==> config.mk <==
export PLATFORM = sky130hd
export DESIGN_NAME = adc_dual_rd
export DESIGN_NICKNAME = d
export VERILOG_FILES = /design/src/rtl/adc_rd_pkg.sv /design/src/rtl/adc_rd_sync.sv /design/src/rtl/adc_rd_wdog.sv /design/src/rtl/adc_rd_seq.sv /design/src/rtl/adc_rd_capture.sv /design/src/rtl/adc_dual_rd.sv
export SDC_FILE = /design/constraint.sdc
export NUM_CORES = 1
export LEC_CHECK = 0
export BUFFER_PORTS_ARGS = -buffer_cell sky130_fd_sc_hd__buf_2
export CAP_MARGIN = 15
export CORE_ASPECT_RATIO = 0.6
export CORE_MARGIN = 3
export CORE_UTILIZATION = 58
export DETAILED_ROUTE_END_ITERATION = 12
export PLACE_DENSITY = 0.79
export SLEW_MARGIN = 20
export SYNTH_ARGS = -nofsm -noshare
export SYNTH_HDL_FRONTEND = slang
export SYNTH_SLANG_ARGS = --single-unit
==> constraint.sdc <==
create_clock -name clk_i -period 2.5 [get_ports clk_i]
set_clock_uncertainty 0.1 [all_clocks]
set_input_delay 0.125 -clock clk_i [delete_from_list [all_inputs] [get_ports clk_i]]
set_output_delay 0.125 -clock clk_i [all_outputs]
set_load 0.03 [all_outputs]
==> src/rtl/adc_rd_pkg.sv <==
package adc_rd_pkg;

  // slot where the chained second result begins in single-lane mode
  localparam int unsigned CHAIN_OFS = 14;

  typedef enum logic [2:0] {
    ST_IDLE,
    ST_CONV,
    ST_WAIT_HI,
    ST_WAIT_LO,
    ST_LEAD,
    ST_LOW,
    ST_HIGH,
    ST_END
  } rd_state_e;

endpackage

==> src/rtl/adc_rd_sync.sv <==
module adc_rd_sync #(
  parameter int unsigned STAGES = 2
) (
  input  logic clk_i,
  input  logic rst_ni,
  input  logic d_i,
  output logic q_o
);

  logic [STAGES-1:0] sr_q;

  always_ff @(posedge clk_i or negedge rst_ni) begin
    if (!rst_ni) sr_q <= '0;
    else         sr_q <= {sr_q[STAGES-2:0], d_i};
  end

  assign q_o = sr_q[STAGES-1];

endmodule

==> src/rtl/adc_rd_wdog.sv <==
module adc_rd_wdog #(
  parameter int unsigned LIMIT = 4096
) (
  input  logic clk_i,
  input  logic rst_ni,
  input  logic run_i,
  output logic expired_o
);

  localparam int unsigned CW = $clog2(LIMIT + 1);
  localparam logic [CW-1:0] LAST = CW'(LIMIT - 1);

  logic [CW-1:0] cnt_q;

  always_ff @(posedge clk_i or negedge rst_ni) begin
    if (!rst_ni)             cnt_q <= '0;
    else if (!run_i)         cnt_q <= '0;
    else if (cnt_q != LAST)  cnt_q <= cnt_q + 1'b1;
  end

  assign expired_o = run_i && (cnt_q == LAST);

endmodule

==> src/rtl/adc_rd_seq.sv <==
module adc_rd_seq
  import adc_rd_pkg::*;
#(
  parameter int unsigned RES_W    = 12,
  parameter int unsigned CONV_W   = 4,
  parameter int unsigned CLK_HALF = 3,
  parameter int unsigned SETTLE   = 1,
  parameter int unsigned SLOT_W   = 5
) (
  input  logic              clk_i,
  input  logic              rst_ni,
  input  logic              start_i,
  input  logic              single_i,
  input  logic              busy_s_i,
  input  logic              wd_exp_i,
  output logic              cnvst_no,
  output logic              cs_no,
  output logic              sclk_o,
  output logic              sample_o,
  output logic [SLOT_W-1:0] slot_o,
  output logic              single_o,
  output logic              wd_run_o,
  output logic              commit_o,
  output logic              fail_o
);

  localparam int unsigned PH_MAX = (CONV_W > CLK_HALF) ? CONV_W : CLK_HALF;
  localparam int unsigned PH_W   = $clog2(PH_MAX + 1);
  localparam logic [SLOT_W-1:0] LAST_DUAL   = SLOT_W'(RES_W - 1);
  localparam logic [SLOT_W-1:0] LAST_SINGLE = SLOT_W'(CHAIN_OFS + RES_W - 1);

  rd_state_e         state_q, state_d;
  logic [PH_W-1:0]   ph_q, ph_lim;
  logic [SLOT_W-1:0] slot_q, last_slot;
  logic              mode_q, fail_q, ph_end, timing, waiting;

  assign ph_lim    = (state_q == ST_CONV) ? PH_W'(CONV_W - 1) : PH_W'(CLK_HALF - 1);
  assign ph_end    = (ph_q == ph_lim);
  assign last_slot = mode_q ? LAST_SINGLE : LAST_DUAL;
  assign waiting   = (state_q == ST_WAIT_HI) || (state_q == ST_WAIT_LO);
  assign timing    = (state_q == ST_CONV) || (state_q == ST_LEAD) ||
                     (state_q == ST_LOW)  || (state_q == ST_HIGH);

  always_comb begin
    state_d = state_q;
    unique case (state_q)
      ST_IDLE:    if (start_i) state_d = ST_CONV;
      ST_CONV:    if (ph_end) state_d = ST_WAIT_HI;
      ST_WAIT_HI: if (wd_exp_i) state_d = ST_IDLE;
                  else if (busy_s_i) state_d = ST_WAIT_LO;
      ST_WAIT_LO: if (wd_exp_i) state_d = ST_IDLE;
                  else if (!busy_s_i) state_d = ST_LEAD;
      ST_LEAD:    if (ph_end) state_d = ST_LOW;
      ST_LOW:     if (ph_end) state_d = ST_HIGH;
      ST_HIGH:    if (ph_end) state_d = (slot_q == last_slot) ? ST_END : ST_LOW;
      ST_END:     state_d = ST_IDLE;
      default:    state_d = ST_IDLE;
    endcase
  end

  always_ff @(posedge clk_i or negedge rst_ni) begin
    if (!rst_ni) begin
      state_q <= ST_IDLE;
      ph_q    <= '0;
      slot_q  <= '0;
      mode_q  <= 1'b0;
      fail_q  <= 1'b0;
    end else begin
      state_q <= state_d;
      fail_q  <= waiting && wd_exp_i;
      if (state_d != state_q) ph_q <= '0;
      else if (timing)        ph_q <= ph_q + 1'b1;
      if (state_q == ST_IDLE) begin
        slot_q <= '0;
        if (start_i) mode_q <= single_i;
      end else if (state_q == ST_HIGH && ph_end && slot_q != last_slot) begin
        slot_q <= slot_q + 1'b1;
      end
    end
  end

  assign cnvst_no = (state_q != ST_CONV);
  assign cs_no    = !((state_q == ST_LEAD) || (state_q == ST_LOW) || (state_q == ST_HIGH));
  assign sclk_o   = (state_q != ST_LOW);
  assign sample_o = (state_q == ST_LOW) && (ph_q == PH_W'(SETTLE));
  assign slot_o   = slot_q;
  assign single_o = mode_q;
  assign wd_run_o = waiting;
  assign commit_o = (state_q == ST_END);
  assign fail_o   = fail_q;

endmodule

==> src/rtl/adc_rd_capture.sv <==
module adc_rd_capture
  import adc_rd_pkg::*;
#(
  parameter int unsigned RES_W  = 12,
  parameter int unsigned SLOT_W = 5
) (
  input  logic              clk_i,
  input  logic              rst_ni,
  input  logic              sample_i,
  input  logic              single_i,
  input  logic [SLOT_W-1:0] slot_i,
  input  logic              sda_i,
  input  logic              sdb_i,
  input  logic              commit_i,
  output logic [RES_W-1:0]  res_a_o,
  output logic [RES_W-1:0]  res_b_o
);

  localparam logic [SLOT_W-1:0] A_END = SLOT_W'(RES_W);
  localparam logic [SLOT_W-1:0] B_BEG = SLOT_W'(CHAIN_OFS);

  logic [RES_W-1:0] sh_a_q, sh_b_q;
  logic             take_a, take_b, bit_b;

  // slots between A_END and B_BEG carry filler bits in single-lane mode
  assign take_a = sample_i && (slot_i < A_END);
  assign take_b = sample_i && (single_i ? (slot_i >= B_BEG) : (slot_i < A_END));
  assign bit_b  = single_i ? sda_i : sdb_i;

  always_ff @(posedge clk_i or negedge rst_ni) begin
    if (!rst_ni) begin
      sh_a_q  <= '0;
      sh_b_q  <= '0;
      res_a_o <= '0;
      res_b_o <= '0;
    end else begin
      if (take_a) sh_a_q <= {sh_a_q[RES_W-2:0], sda_i};
      if (take_b) sh_b_q <= {sh_b_q[RES_W-2:0], bit_b};
      if (commit_i) begin
        res_a_o <= sh_a_q;
        res_b_o <= sh_b_q;
      end
    end
  end

endmodule

==> src/rtl/adc_dual_rd.sv <==
module adc_dual_rd
  import adc_rd_pkg::*;
#(
  parameter int unsigned RES_W       = 12,
  parameter int unsigned CONV_W      = 4,
  parameter int unsigned CLK_HALF    = 3,
  parameter int unsigned SETTLE      = 1,
  parameter int unsigned BUSY_TMO    = 4096,
  parameter int unsigned SYNC_STAGES = 2
) (
  input  logic             clk_i,
  input  logic             rst_ni,
  input  logic             start_i,
  input  logic             single_lane_i,
  input  logic             busy_i,
  input  logic             sdata_a_i,
  input  logic             sdata_b_i,
  output logic             cnvst_no,
  output logic             cs_no,
  output logic             sclk_o,
  output logic [RES_W-1:0] res_a_o,
  output logic [RES_W-1:0] res_b_o,
  output logic             valid_o,
  output logic             err_o
);

  localparam int unsigned FRAME_MAX = CHAIN_OFS + RES_W;
  localparam int unsigned SLOT_W    = $clog2(FRAME_MAX);

  logic              busy_s, wd_run, wd_exp, sample, commit, single_q, fail;
  logic [SLOT_W-1:0] slot;
  logic              valid_q;

  adc_rd_sync #(.STAGES(SYNC_STAGES)) u_busy_sync (
    .clk_i (clk_i),
    .rst_ni(rst_ni),
    .d_i   (busy_i),
    .q_o   (busy_s)
  );

  adc_rd_wdog #(.LIMIT(BUSY_TMO)) u_wdog (
    .clk_i    (clk_i),
    .rst_ni   (rst_ni),
    .run_i    (wd_run),
    .expired_o(wd_exp)
  );

  adc_rd_seq #(
    .RES_W   (RES_W),
    .CONV_W  (CONV_W),
    .CLK_HALF(CLK_HALF),
    .SETTLE  (SETTLE),
    .SLOT_W  (SLOT_W)
  ) u_seq (
    .clk_i   (clk_i),
    .rst_ni  (rst_ni),
    .start_i (start_i),
    .single_i(single_lane_i),
    .busy_s_i(busy_s),
    .wd_exp_i(wd_exp),
    .cnvst_no(cnvst_no),
    .cs_no   (cs_no),
    .sclk_o  (sclk_o),
    .sample_o(sample),
    .slot_o  (slot),
    .single_o(single_q),
    .wd_run_o(wd_run),
    .commit_o(commit),
    .fail_o  (fail)
  );

  adc_rd_capture #(.RES_W(RES_W), .SLOT_W(SLOT_W)) u_cap (
    .clk_i   (clk_i),
    .rst_ni  (rst_ni),
    .sample_i(sample),
    .single_i(single_q),
    .slot_i  (slot),
    .sda_i   (sdata_a_i),
    .sdb_i   (sdata_b_i),
    .commit_i(commit),
    .res_a_o (res_a_o),
    .res_b_o (res_b_o)
  );

  always_ff @(posedge clk_i or negedge rst_ni) begin
    if (!rst_ni) valid_q <= 1'b0;
    else         valid_q <= commit;
  end

  assign valid_o = valid_q;
  assign err_o   = fail;

endmodule

==> results.ini <==
[timing]
tightest_slew_ps = 923
min_period_ps = 2230
rsz0062_at_grt = false
setup_viol = 0
slew_viol_final = 0
max_freq_mhz = 449
fin_crit_sh_pct = 89.1
relSlewSlack_pct = 38.5
hold_viol = 0
fin_tns_setup_ps = 0

[detailed_routing]
drc_errors = 0
wl_mm = 6.03
drt_iter0_drc = 101
first_pass_iters = 6
wl_per_cell_um = 15.1
vias = 2202
via_per_inst = 5.51
final_antenna_net_count = 0

[floorplanning]
die_width_um = 105
die_h_um = 65.4
dieArea_mm2 = 0.00688
io_pins = 36
start_util_pct = 63.8
core_mm2 = 0.00536
fp-row-count = 20

[pwr]
vdd_drop_max_v = 0.000532
leakagePower_nw = 1.94
p_per_area_mw_per_mm2 = 815

[outcome]
status = finished clean

[critical_path]
crit_chain = nor2b_1 > nand2_1 > nor3b_2 > nand2_1 > mux2_1
path_class = reg2reg
critPathLaunchType = flip-flop
arrival_ps = 2340
worstPathRequired_ps = 2610
crit_top_cell = nand2_1
worst-path-max-fanout = 12
endpoint_kind = flip-flop
slowest_stage = dfrtp_1
worst_path_dominant_cell_family = simple AND/OR/NAND/NOR gates
slowest_delay_ps = 530
critPathBufInv = 0

[yosys]
synth_xor_area_share_pct = 3.08
avgSynthCellArea_um2 = 12.6
synthAdderAreaFrac_pct = 1.47
synthMuxAreaShare_pct = 17.5
synth.most_common_cell = dfrtp_1
synth_edf_count = 0
synth-compound-area-share_pct = 4.62
synth_top_family_by_area = multiplexers
yosysUniqueCellTypes = 45
synthFlopType = dfrtp_1
syn_nets = 282
seq_area_frac_synth_pct = 56.4
synth_simple_gate_area_share_pct = 15.2
synth_warnings = 0
yosysTopAreaCellShare_pct = 56.4
async_flop_share_pct = 100
synth_area_leaders = dfrtp_1 (56%), mux2_1 (14%), mux2_2 (3.0%)
ys_top_cells_by_count = dfrtp_1 (77), mux2_1 (41), nor2_1 (20)
ys_ff_latch = 77
synth_area_mm2 = 0.00342
yosys.area.top_type = dfrtp_1
syn_inst = 271

[cts]
cts_made_buffers = 9
cts_sinks = 77
cts_htree_levels = 3
clk_latency_ps = 330
ctsLongestPathBuffers = 2
cts_setup_buffers = 0
cts_tree = yes
cts_root_buffer = clkbuf_8
path_clk_slew_ps = 80

[job]
maxCapViolCount = 0

[global_routing]
grt_max_degree = 78
grt_pass1_wl_mm = 10.5
grt_pass1_vias = 2103
grt_usage_pct = 19.4
antenna_found_initial = 0
grt.overflow.total = 0

[hold_path]
hold_path.class = in2reg

[cells_and_area]
stdcell_area_mm2 = 0.00393
layout-drive-gt1-share_pct = 23.2
antennaDiodeCount = 0
synthToLayoutAreaGrowth_pct = 15.0
final_nets = 330

[placement]
gp_congestion = 0.880
numPortBuffers = 35
dp_hpwl_mm = 4.21
dpl_cell_area_mm2 = 0.00369

[worst min-delay path, stage by stage]
cell and delay, ps:
buf_2 80, mux2_2 120, mux2_1 110
[per-layer routing]
layer  global-route usage, %  vias to the layer above  wire length (um)
li1                        -                     1056                 -
met5                       0                        -                 0
met4                    4.91                        0                56
met3                    4.71                        5               308
met2                    28.6                       51              2540
met1                    29.2                     1090              3120
[power breakdown]
part           internal, mW  switching, mW
clock network         0.455          0.438
logic                 0.307          0.452
registers              1.39          0.163
[layout by cell type, fill, tap and decap left out, types with 5 or more instances in the layout]
cell           instances
dfrtp_1               77
dlygate4sd3_1          5
mux2_2                 9
mux2_1                41
o21ai_0                5
a21oi_1                5
nor3_1                 7
nor2_1                20
clkbuf_8               9
nand3_1                8
xnor2_1                8
nand2_1               17
buf_4                  6
buf_2                 34
inv_1                  6
[cell type report]
cell class              instances  area [um2]
clock inverters                 6        63.8
inverters                       6        22.5
repair buffers                 45         265
clock buffers                   9         124
flip-flops and latches         77        1930
well taps                      77        96.3
fillers                       379        1430
multi-input cells             180        1430
[cells by family after synthesis]
kind of cell | after synthesis
compound gates | 22
xor+xnor | 12
fa+ha+maj | 4
buf+inv | 14
flops | 77
mux | 53
simple gates | 89
[through the flow]
step           worst slack [ps]  utilization [%]  std cells  power (mW)  hold slack, ps
2_1_floorplan               535                -        271        2.09            -271
3_3_place_gp                394             68.9        380        2.30             133
5_1_grt                    92.8             73.4        400        3.38            40.8
4_1_cts                     265             73.4        400        3.23            29.0
3_5_place_dp                303             68.9        380        2.33             140
6_report                    273             73.4        400        3.20            38.0
[timing repair]
item                                   in CTS  in global routing
endpoints found under the hold margin      81                  0
hold buffers                                5                  0
resized for setup                           0                  0
[state kept, by name, summed over array words and instances (netlist names), 2 cells and up]
register,cells
u_wdog.cnt_q,13
u_seq.slot_o,5
u_cap.res_a_o,12
u_seq.state_q,3
u_cap.res_b_o,12
u_seq.ph_q,3
u_cap.sh_a_q,12
u_cap.sh_b_q,12
u_busy_sync.sr_q,2
[path summary, 6_finish.rpt]
path,start,endpoint,slack (ps),cells past startpoint
worst max-delay path,u_seq.state_q[0]$_DFF_PN0_,u_cap.sh_a_q[11]$_DFFE_PN0P_,270,5
worst min register to register,u_busy_sync.sr_q[0]$_DFF_PN0_,u_busy_sync.sr_q[1]$_DFF_PN0_,250,0
min in group asynchronous,rst_ni,u_cap.res_b_o[6]$_DFFE_PN0P_,350,2
worst max register to register,u_seq.state_q[0]$_DFF_PN0_,u_cap.sh_a_q[11]$_DFFE_PN0P_,270,5
worst min-delay path,sdata_b_i,u_cap.sh_b_q[0]$_DFFE_PN0P_,40,3
max in group asynchronous,rst_ni,u_cap.sh_a_q[2]$_DFFE_PN0P_,1330,2
No activity file was read; power rests on OpenSTA's default activity.
